### src/rtl/irt_pkg.sv
package irt_pkg;
    localparam int DIV_W  = 10;
    localparam int LOW_W  = 8;
    localparam int HIGH_W = DIV_W - LOW_W;

    typedef enum logic [1:0] {
        SRC_LX   = 2'b00,
        SRC_LR   = 2'b01,
        SRC_NONE = 2'b10,
        SRC_XTAL = 2'b11
    } src_sel_e;

    typedef enum logic [1:0] {
        ST_STOP  = 2'b00,
        ST_LOAD  = 2'b01,
        ST_COUNT = 2'b10
    } tmr_state_e;
endpackage

### src/rtl/irt_prescaler.sv
module irt_prescaler #(
    parameter int RATIO = 143
) (
    input  logic clk,
    input  logic rst_n,
    output logic tick_o
);
    localparam int CW = $clog2(RATIO);
    localparam logic [CW-1:0] LAST = CW'(RATIO - 1);

    logic [CW-1:0] phase;

    always_ff @(posedge clk) begin
        if (!rst_n)             phase <= '0;
        else if (phase == LAST) phase <= '0;
        else                    phase <= phase + 1'b1;
    end

    assign tick_o = (phase == LAST);
endmodule

### src/rtl/irt_regs.sv
module irt_regs
    import irt_pkg::*;
(
    input  logic              clk,
    input  logic              rst_n,
    input  logic              wr,
    input  logic              addr,
    input  logic [7:0]        wdata,
    output logic [7:0]        rdata,
    output logic [DIV_W-1:0]  div_value,
    output src_sel_e          sel,
    output logic              run
);
    logic [LOW_W-1:0]  div_lo;
    logic [HIGH_W-1:0] div_hi;

    always_ff @(posedge clk) begin
        if (!rst_n) begin
            div_lo <= '0;
            div_hi <= '0;
            sel    <= SRC_LX;
            run    <= 1'b0;
        end else if (wr) begin
            if (!addr) begin
                div_lo <= wdata[LOW_W-1:0];
            end else begin
                div_hi <= wdata[HIGH_W-1:0];
                sel    <= src_sel_e'(wdata[5:4]);
                run    <= wdata[7];
            end
        end
    end

    assign div_value = {div_hi, div_lo};
    assign rdata     = addr ? {run, 1'b0, sel, 2'b00, div_hi} : 8'h00;
endmodule

### src/rtl/irt_tick_mux.sv
module irt_tick_mux
    import irt_pkg::*;
(
    input  src_sel_e sel,
    input  logic     lx_tick,
    input  logic     lr_tick,
    input  logic     xtal_tick,
    output logic     tick
);
    always_comb begin
        unique case (sel)
            SRC_LX:   tick = lx_tick;
            SRC_LR:   tick = lr_tick;
            SRC_XTAL: tick = xtal_tick;
            default:  tick = 1'b0;
        endcase
    end
endmodule

### src/rtl/irt_counter.sv
module irt_counter
    import irt_pkg::*;
(
    input  logic             clk,
    input  logic             rst_n,
    input  logic             run,
    input  logic             tick,
    input  logic [DIV_W-1:0] reload,
    output logic             term,
    output logic [DIV_W-1:0] count,
    output tmr_state_e       state
);
    tmr_state_e       state_n;
    logic [DIV_W-1:0] count_n;

    always_ff @(posedge clk) begin
        if (!rst_n) begin
            state <= ST_STOP;
            count <= '0;
        end else begin
            state <= state_n;
            count <= count_n;
        end
    end

    always_comb begin
        state_n = state;
        count_n = count;
        term    = 1'b0;
        unique case (state)
            ST_STOP: begin
                if (run) state_n = ST_LOAD;
            end
            ST_LOAD: begin
                count_n = reload;
                state_n = run ? ST_COUNT : ST_STOP;
            end
            ST_COUNT: begin
                if (!run) begin
                    state_n = ST_STOP;
                end else if (tick) begin
                    if (count == '0) begin
                        count_n = reload;
                        term    = 1'b1;
                    end else begin
                        count_n = count - 1'b1;
                    end
                end
            end
            default: state_n = ST_STOP;
        endcase
    end
endmodule

### src/rtl/irt_timer.sv
module irt_timer
    import irt_pkg::*;
#(
    parameter int XTAL_RATIO = 143
) (
    input  logic       clk,
    input  logic       rst_n,
    input  logic       host_wr,
    input  logic       host_addr,
    input  logic [7:0] host_wdata,
    output logic [7:0] host_rdata,
    input  logic       lx_tick,
    input  logic       lr_tick,
    input  logic       irq_clear,
    output logic       irq
);
    logic [DIV_W-1:0] div_value;
    logic [DIV_W-1:0] cnt_value;
    src_sel_e         sel;
    tmr_state_e       cnt_state;
    logic             run;
    logic             xtal_tick;
    logic             tick;
    logic             term;

    irt_regs u_regs (
        .clk       (clk),
        .rst_n     (rst_n),
        .wr        (host_wr),
        .addr      (host_addr),
        .wdata     (host_wdata),
        .rdata     (host_rdata),
        .div_value (div_value),
        .sel       (sel),
        .run       (run)
    );

    irt_prescaler #(.RATIO(XTAL_RATIO)) u_pre (
        .clk    (clk),
        .rst_n  (rst_n),
        .tick_o (xtal_tick)
    );

    irt_tick_mux u_mux (
        .sel       (sel),
        .lx_tick   (lx_tick),
        .lr_tick   (lr_tick),
        .xtal_tick (xtal_tick),
        .tick      (tick)
    );

    irt_counter u_cnt (
        .clk    (clk),
        .rst_n  (rst_n),
        .run    (run),
        .tick   (tick),
        .reload (div_value),
        .term   (term),
        .count  (cnt_value),
        .state  (cnt_state)
    );

    always_ff @(posedge clk) begin
        if (!rst_n)         irq <= 1'b0;
        else if (term)      irq <= 1'b1;
        else if (irq_clear) irq <= 1'b0;
    end
endmodule

### config.mk
export PLATFORM = sky130hd
export DESIGN_NAME = irt_timer
export DESIGN_NICKNAME = d
export VERILOG_FILES = /design/src/rtl/irt_pkg.sv /design/src/rtl/irt_prescaler.sv /design/src/rtl/irt_regs.sv /design/src/rtl/irt_tick_mux.sv /design/src/rtl/irt_counter.sv /design/src/rtl/irt_timer.sv
export SDC_FILE = /design/constraint.sdc
export NUM_CORES = 1
export LEC_CHECK = 0
export ABC_AREA = 1
export BUFFER_PORTS_ARGS = -buffer_cell sky130_fd_sc_hd__buf_4
export CAP_MARGIN = 10
export CORE_MARGIN = 5
export CORE_UTILIZATION = 50
export DETAILED_ROUTE_END_ITERATION = 7
export PLACE_DENSITY = 0.7
export SLEW_MARGIN = 20
export SYNTH_ARGS = -nofsm -noshare
export SYNTH_HDL_FRONTEND = slang
export SYNTH_SLANG_ARGS = --single-unit
export TNS_END_PERCENT = 20
### constraint.sdc
create_clock -name clk -period 3.7 [get_ports clk]
set_clock_uncertainty 0.2 [all_clocks]
set_input_delay 0.37 -clock clk [delete_from_list [all_inputs] [get_ports clk]]
set_output_delay 0.37 -clock clk [all_outputs]
set_load 0.02 [all_outputs]
---- After elaboration in Yosys (flattened, before gate mapping) ----
Index checks and enable logic that the tools add are counted.
word-level totals
  register bits ........................... 34
  bits of input ports ..................... 15
  output and inout port bits .............. 9
cells by class
  add/subtract/negate cells ............... 2
  equality and inequality tests ........... 9
  mux-type cells .......................... 16
  bitwise gates (word level) .............. 2
  reductions and logical operators ........ 10
operator list
  kind                   count
  $mux 10                3
  $pmux 10 s2            1
  $logic_not 10->1       1
  $sub 10x1->10 const B  1
  $add 8x1->8 const B    1
  $eq 8x8->1 const B     1
  $mux 8                 1
  $ne 2x2->1 const B     4
  $mux 1                 6
  $mux 2                 3
  $pmux 2 s3             1
  $reduce_and 2->1       3
  $eq 2x1->1 const B     2
  $eq 2x2->1 const B     2
  $logic_not 2->1        2
  $reduce_bool 2->1      2
  $pmux 1 s3             1
  $reduce_and 3->1       1
  $not 1->1              2
  $reduce_or 2->1        1

---- Depth between registers and ports, before layout ----
  depth after elaboration ................. 6
  depth in mapped cells ................... 11
  mapped depth without buffers ............ 11

---- Modules after synthesis ----
A second synthesis with hierarchy kept.
second synthesis, totals
  cell total of the unflattened synthesis .. 287
  area total of the unflattened synthesis .. 1904.3 µm²
by module, submodules not included
  module         times used  cells each  area each (µm²)  seq. area each (µm²)
  irt_counter    1           129         802.0            240.2
  irt_regs       1           89          599.3            260.2
  irt_prescaler  1           57          432.9            160.2
  irt_timer      1           6           43.8             20.0
  irt_tick_mux   1           6           26.3             0.0

---- Worst setup path before layout ----
OpenSTA, ideal clock, no wires.
  path type ............................... reg-to-reg
  start point ............................. register u_pre.phase[0]
  end point ............................... register u_cnt.count[1]
  arrival ................................. 1.260 ns
  required time ........................... 3.383 ns
  slack ................................... 2.123 ns
  cell stages (with the launch flop) ...... 12
  buffers on the path ..................... 1
  clock period less this slack ............ 1.577 ns
  cells stage by stage .................... dfxtp_1 > inv_1 > ha_1 > nand2_1 > nor2_1 > nand3_1 > nand2_1 > nand2_2 > nand2_4 > buf_6 > o21ai_0 > nor2_1
on the way
  longest elaborated chain between the ends .. 4
ends and longest elaborated chain
  element                     RTL line             RTL
  from (decl)                 irt_prescaler.sv:11  logic [CW-1:0] phase;
  from (signal assigned)      irt_prescaler.sv:16  else phase <= phase + 1'b1;
  $eq 8x8->1                  irt_prescaler.sv:19  assign tick_o = (phase == LAST);
  $pmux 1 s3                  irt_tick_mux.sv:11   unique case (sel)
  $ne 2x2->1 (no line)        n/a
  $reduce_and 3->1 (no line)  n/a
  to (signal assigned)        irt_counter.sv:22    count <= count_n;
  to (decl)                   irt_counter.sv:10    output logic [DIV_W-1:0] count,
Every way passes these cells.
A chain may end at the register's enable or synchronous reset.

---- Final worst setup path ----
  start point ............................. register u_pre.phase[0]
  end point ............................... register u_cnt.count[9]
The elaborated chain is that of the path after synthesis.

==> impl_results.md <==
- Outcome: complete, no violations
- Num CTS Buffers: 5
- Kind of end point of the critical path: flop
- Final hold vios: 0
- Core ar.: 0.00339 sq mm
- Cells along the critical path: inv_1 > ha_1 > nand2_1 > nor2_1 > nand3_1 > nand2_1 > nand2_2 > nand2_4 > inv_2 > nand2_1 > a21oi_2
- Crit path DAT: 1.88 ns
- Post-CTS Hold Fix Bufs: 0
- DRC: 0
- Flop pwr share: between 40% and 50%
- Layout cells sized above 1: 16.3%
- Max-Cap Viols: 0
- Setup bufs post-CTS: 0
- Number of synthesized flops with an enable pin: 0
- Logic gate share of total power: 14.8%
- Fin area: 0.00201 sq mm
- Clk slew on worst S/H paths: 0.10 ns
- TritonCTS clock tree: done
- Root Buffer: clkbuf_4
- WS Path Type: flop to flop
- Worst Hold Class: input port to flop
- Chip Height: ~70 um
- Slowest stage delay, CP: 0.40 ns
- Hold_ws: 0.0510 ns
- Horiz. Die Dim: 69.6 um
- Switch share: a little over a quarter
- Synth Instances: 256
- Fin Setup TNS: 0 ns
- Worst slack, placed: 1.93 ns
- DRT antenna net count: 0
- Slew Limit Fails: 0
- M3 GR Usage: 3.91%
- Largest net degree at the start of global routing: 22
- Most Crowded Layer GR: met2
- Core Util, Final: 59.3%
- Area share of the largest cell type after synthesis: approximately two fifths
- H-Tree Depth: 2
- RSZ-0062 raised after global routing: false
- Detailed placer's ending HPWL: 2600 um
- Port Buf Inserts: 20
- RePlAce Congestion: 0.790
- Gr usage total: 15.3%
- Ys async rst share: 0%
- Drt via density: 4.77
- Register bit total from synthesis: 34
- Area Growth Syn to Fin: 13.3%
- DR vias: between 1500 and 2000
- Fin crit share: approximately 49%
- Avg Cell Area, Syn: 6.93 sq um
- DRT iter0 DRCs: 61
- Tot Pwr: 0.795 mW
- Clock latency on the worst-skew pair: roughly 0.34 ns
- DR pass1 iterations: 4
- Met1 Use GR: 19.8%
- Initial antenna violation count: 0
- Clock network power share: 35.5%
- Remaining global-route overflow: 0
- Power density over cell area: just under 400 mW/mm^2
- Cell accounting for the most synthesized area: dfxtp_1
- Int Power: 0.586 mW
- First-pass GRT wire length: around 6100 um
- Max FO, Critical Path: 13
- Fin crit period: 1.80 ns
- Dominant synthesized flop cell: dfxtp_1
- Setup slack after layout: 1.90 ns
- Final std cells w/o fill: 322
- Crit-path most repeated cell: nand2_1
- # resized after CTS: 0
- Commonest non-fill, non-tap cells in the layout: nand2_1 (45), nor2_1 (42), inv_1 (36)
- Slowest-stage cell, CP: dfxtp_1
- # rows: 21
- Yosys cell types: 31
- Dpl cells: 315
- Post-synthesis cell area: 0.00177 sq mm
- CTS max path bufs: 2
- Commonest non-fill, non-tap cell in the layout: nand2_1
- Sw power: between 0.2 and 0.25 mW
- Fmax: 556 MHz
- Placed cell area: 0.00193 sq mm
- GR Layer Usage met2: approximately a quarter
- CP required: 3.78 ns
- Nets: 295
- Synth area leaders: dfxtp_1 (38%), nand2_1 (9.5%), nor2_1 (8.9%), inv_1 (7.6%), o21ai_0 (5.6%)
- Vias in the first global route: 1375
- I/O Pins: 24
- VDD IR max: 0.245 mV
- Initial core utilization: 52.3%
- # diodes: 0
- Routed len/inst: roughly 11 um
- YS warnings: 0
- Final WL: 3490 um
- Sequential share of the synthesized area: 38.4%
- # clock sinks: 34
- CP startpoint kind: flop
- DIE AREA: 0.00484 sq mm
- Pleak: between 0.9 and 1 nW
- Setup-failing EPs final: 0
==> final cells by class <==
type                       instances  area, sq um
inverter                          39          146
clock inverter                     1         30.0
sequential                        34          681
clock buffer                       6         51.3
tap                               46         57.6
multi-input combinational        176          893
fill                             308         1380
timing repair buffer              20          150
==> power by group through the flow <==
stage | registers (mW) | clock network [mW] | logic (mW)
global placement | 0.403 | 0 | 0.117
CTS | 0.395 | 0.290 | 0.119
detailed placement | 0.403 | 0 | 0.117
finish | 0.395 | 0.282 | 0.118
global route | 0.398 | 0.305 | 0.133
floorplan | 0.400 | 0 | 0.0900
==> critical path: cells and delay by family, from the launching register on <==
kind / cells / cell delay (ns)
AOI/OAI and AO/OA: 1 / 0.13
adders and majority gates: 1 / 0.21
buffers and inverters: 2 / 0.23
DFF: 1 / 0.40
and+or+nand+nor: 7 / 0.56
==> kinds of logic after synthesis <==
logic type | synth area share [%]
other cells | 0.211
simple gates | 31.5
flops | 38.4
xor+xnor | 2.47
compound gates | 13.0
buf+inv | 11.7
fa+ha+maj | 2.82
==> state kept, by name, indices dropped and copies added (netlist names) <==
name           count
irq                1
u_cnt.count       10
u_cnt.state        2
u_pre.phase        8
u_regs.div_hi      2
u_regs.div_lo      8
u_regs.run         1
u_regs.sel         2
==> synth_stat cells, drive strengths merged (2+ instances only) <==
cell type,count
a21oi,17
buf,6
clkbuf,3
dfxtp,34
ha,4
inv,39
nand2,48
nand3,18
nor2,46
o21ai,27
or2,3
xnor2,2
xor2,3
==> worst paths after layout <==
kind / slack [ns] / to / cells past startpoint / startpoint
setup / recovery: 1.90 / u_cnt.count[9] / 11 / u_pre.phase[0]
hold / removal: 0.05 / u_regs.div_lo[3] / 3 / host_wdata[3]
setup reg to reg: 1.90 / u_cnt.count[9] / 11 / u_pre.phase[0]
hold reg to reg: 0.23 / u_cnt.state[0] / 1 / u_cnt.state[0]
==> metal layers <==
metal  routed length [um]  up-vias  share of wire, %
li1                     -      833                 -
met1                 1650      670                47
met2                 1610       27                46
met3                  190        5               5.4
met4                   49        0               1.4
met5                    0        -                 0
Power figures use the tool's default switching activity.
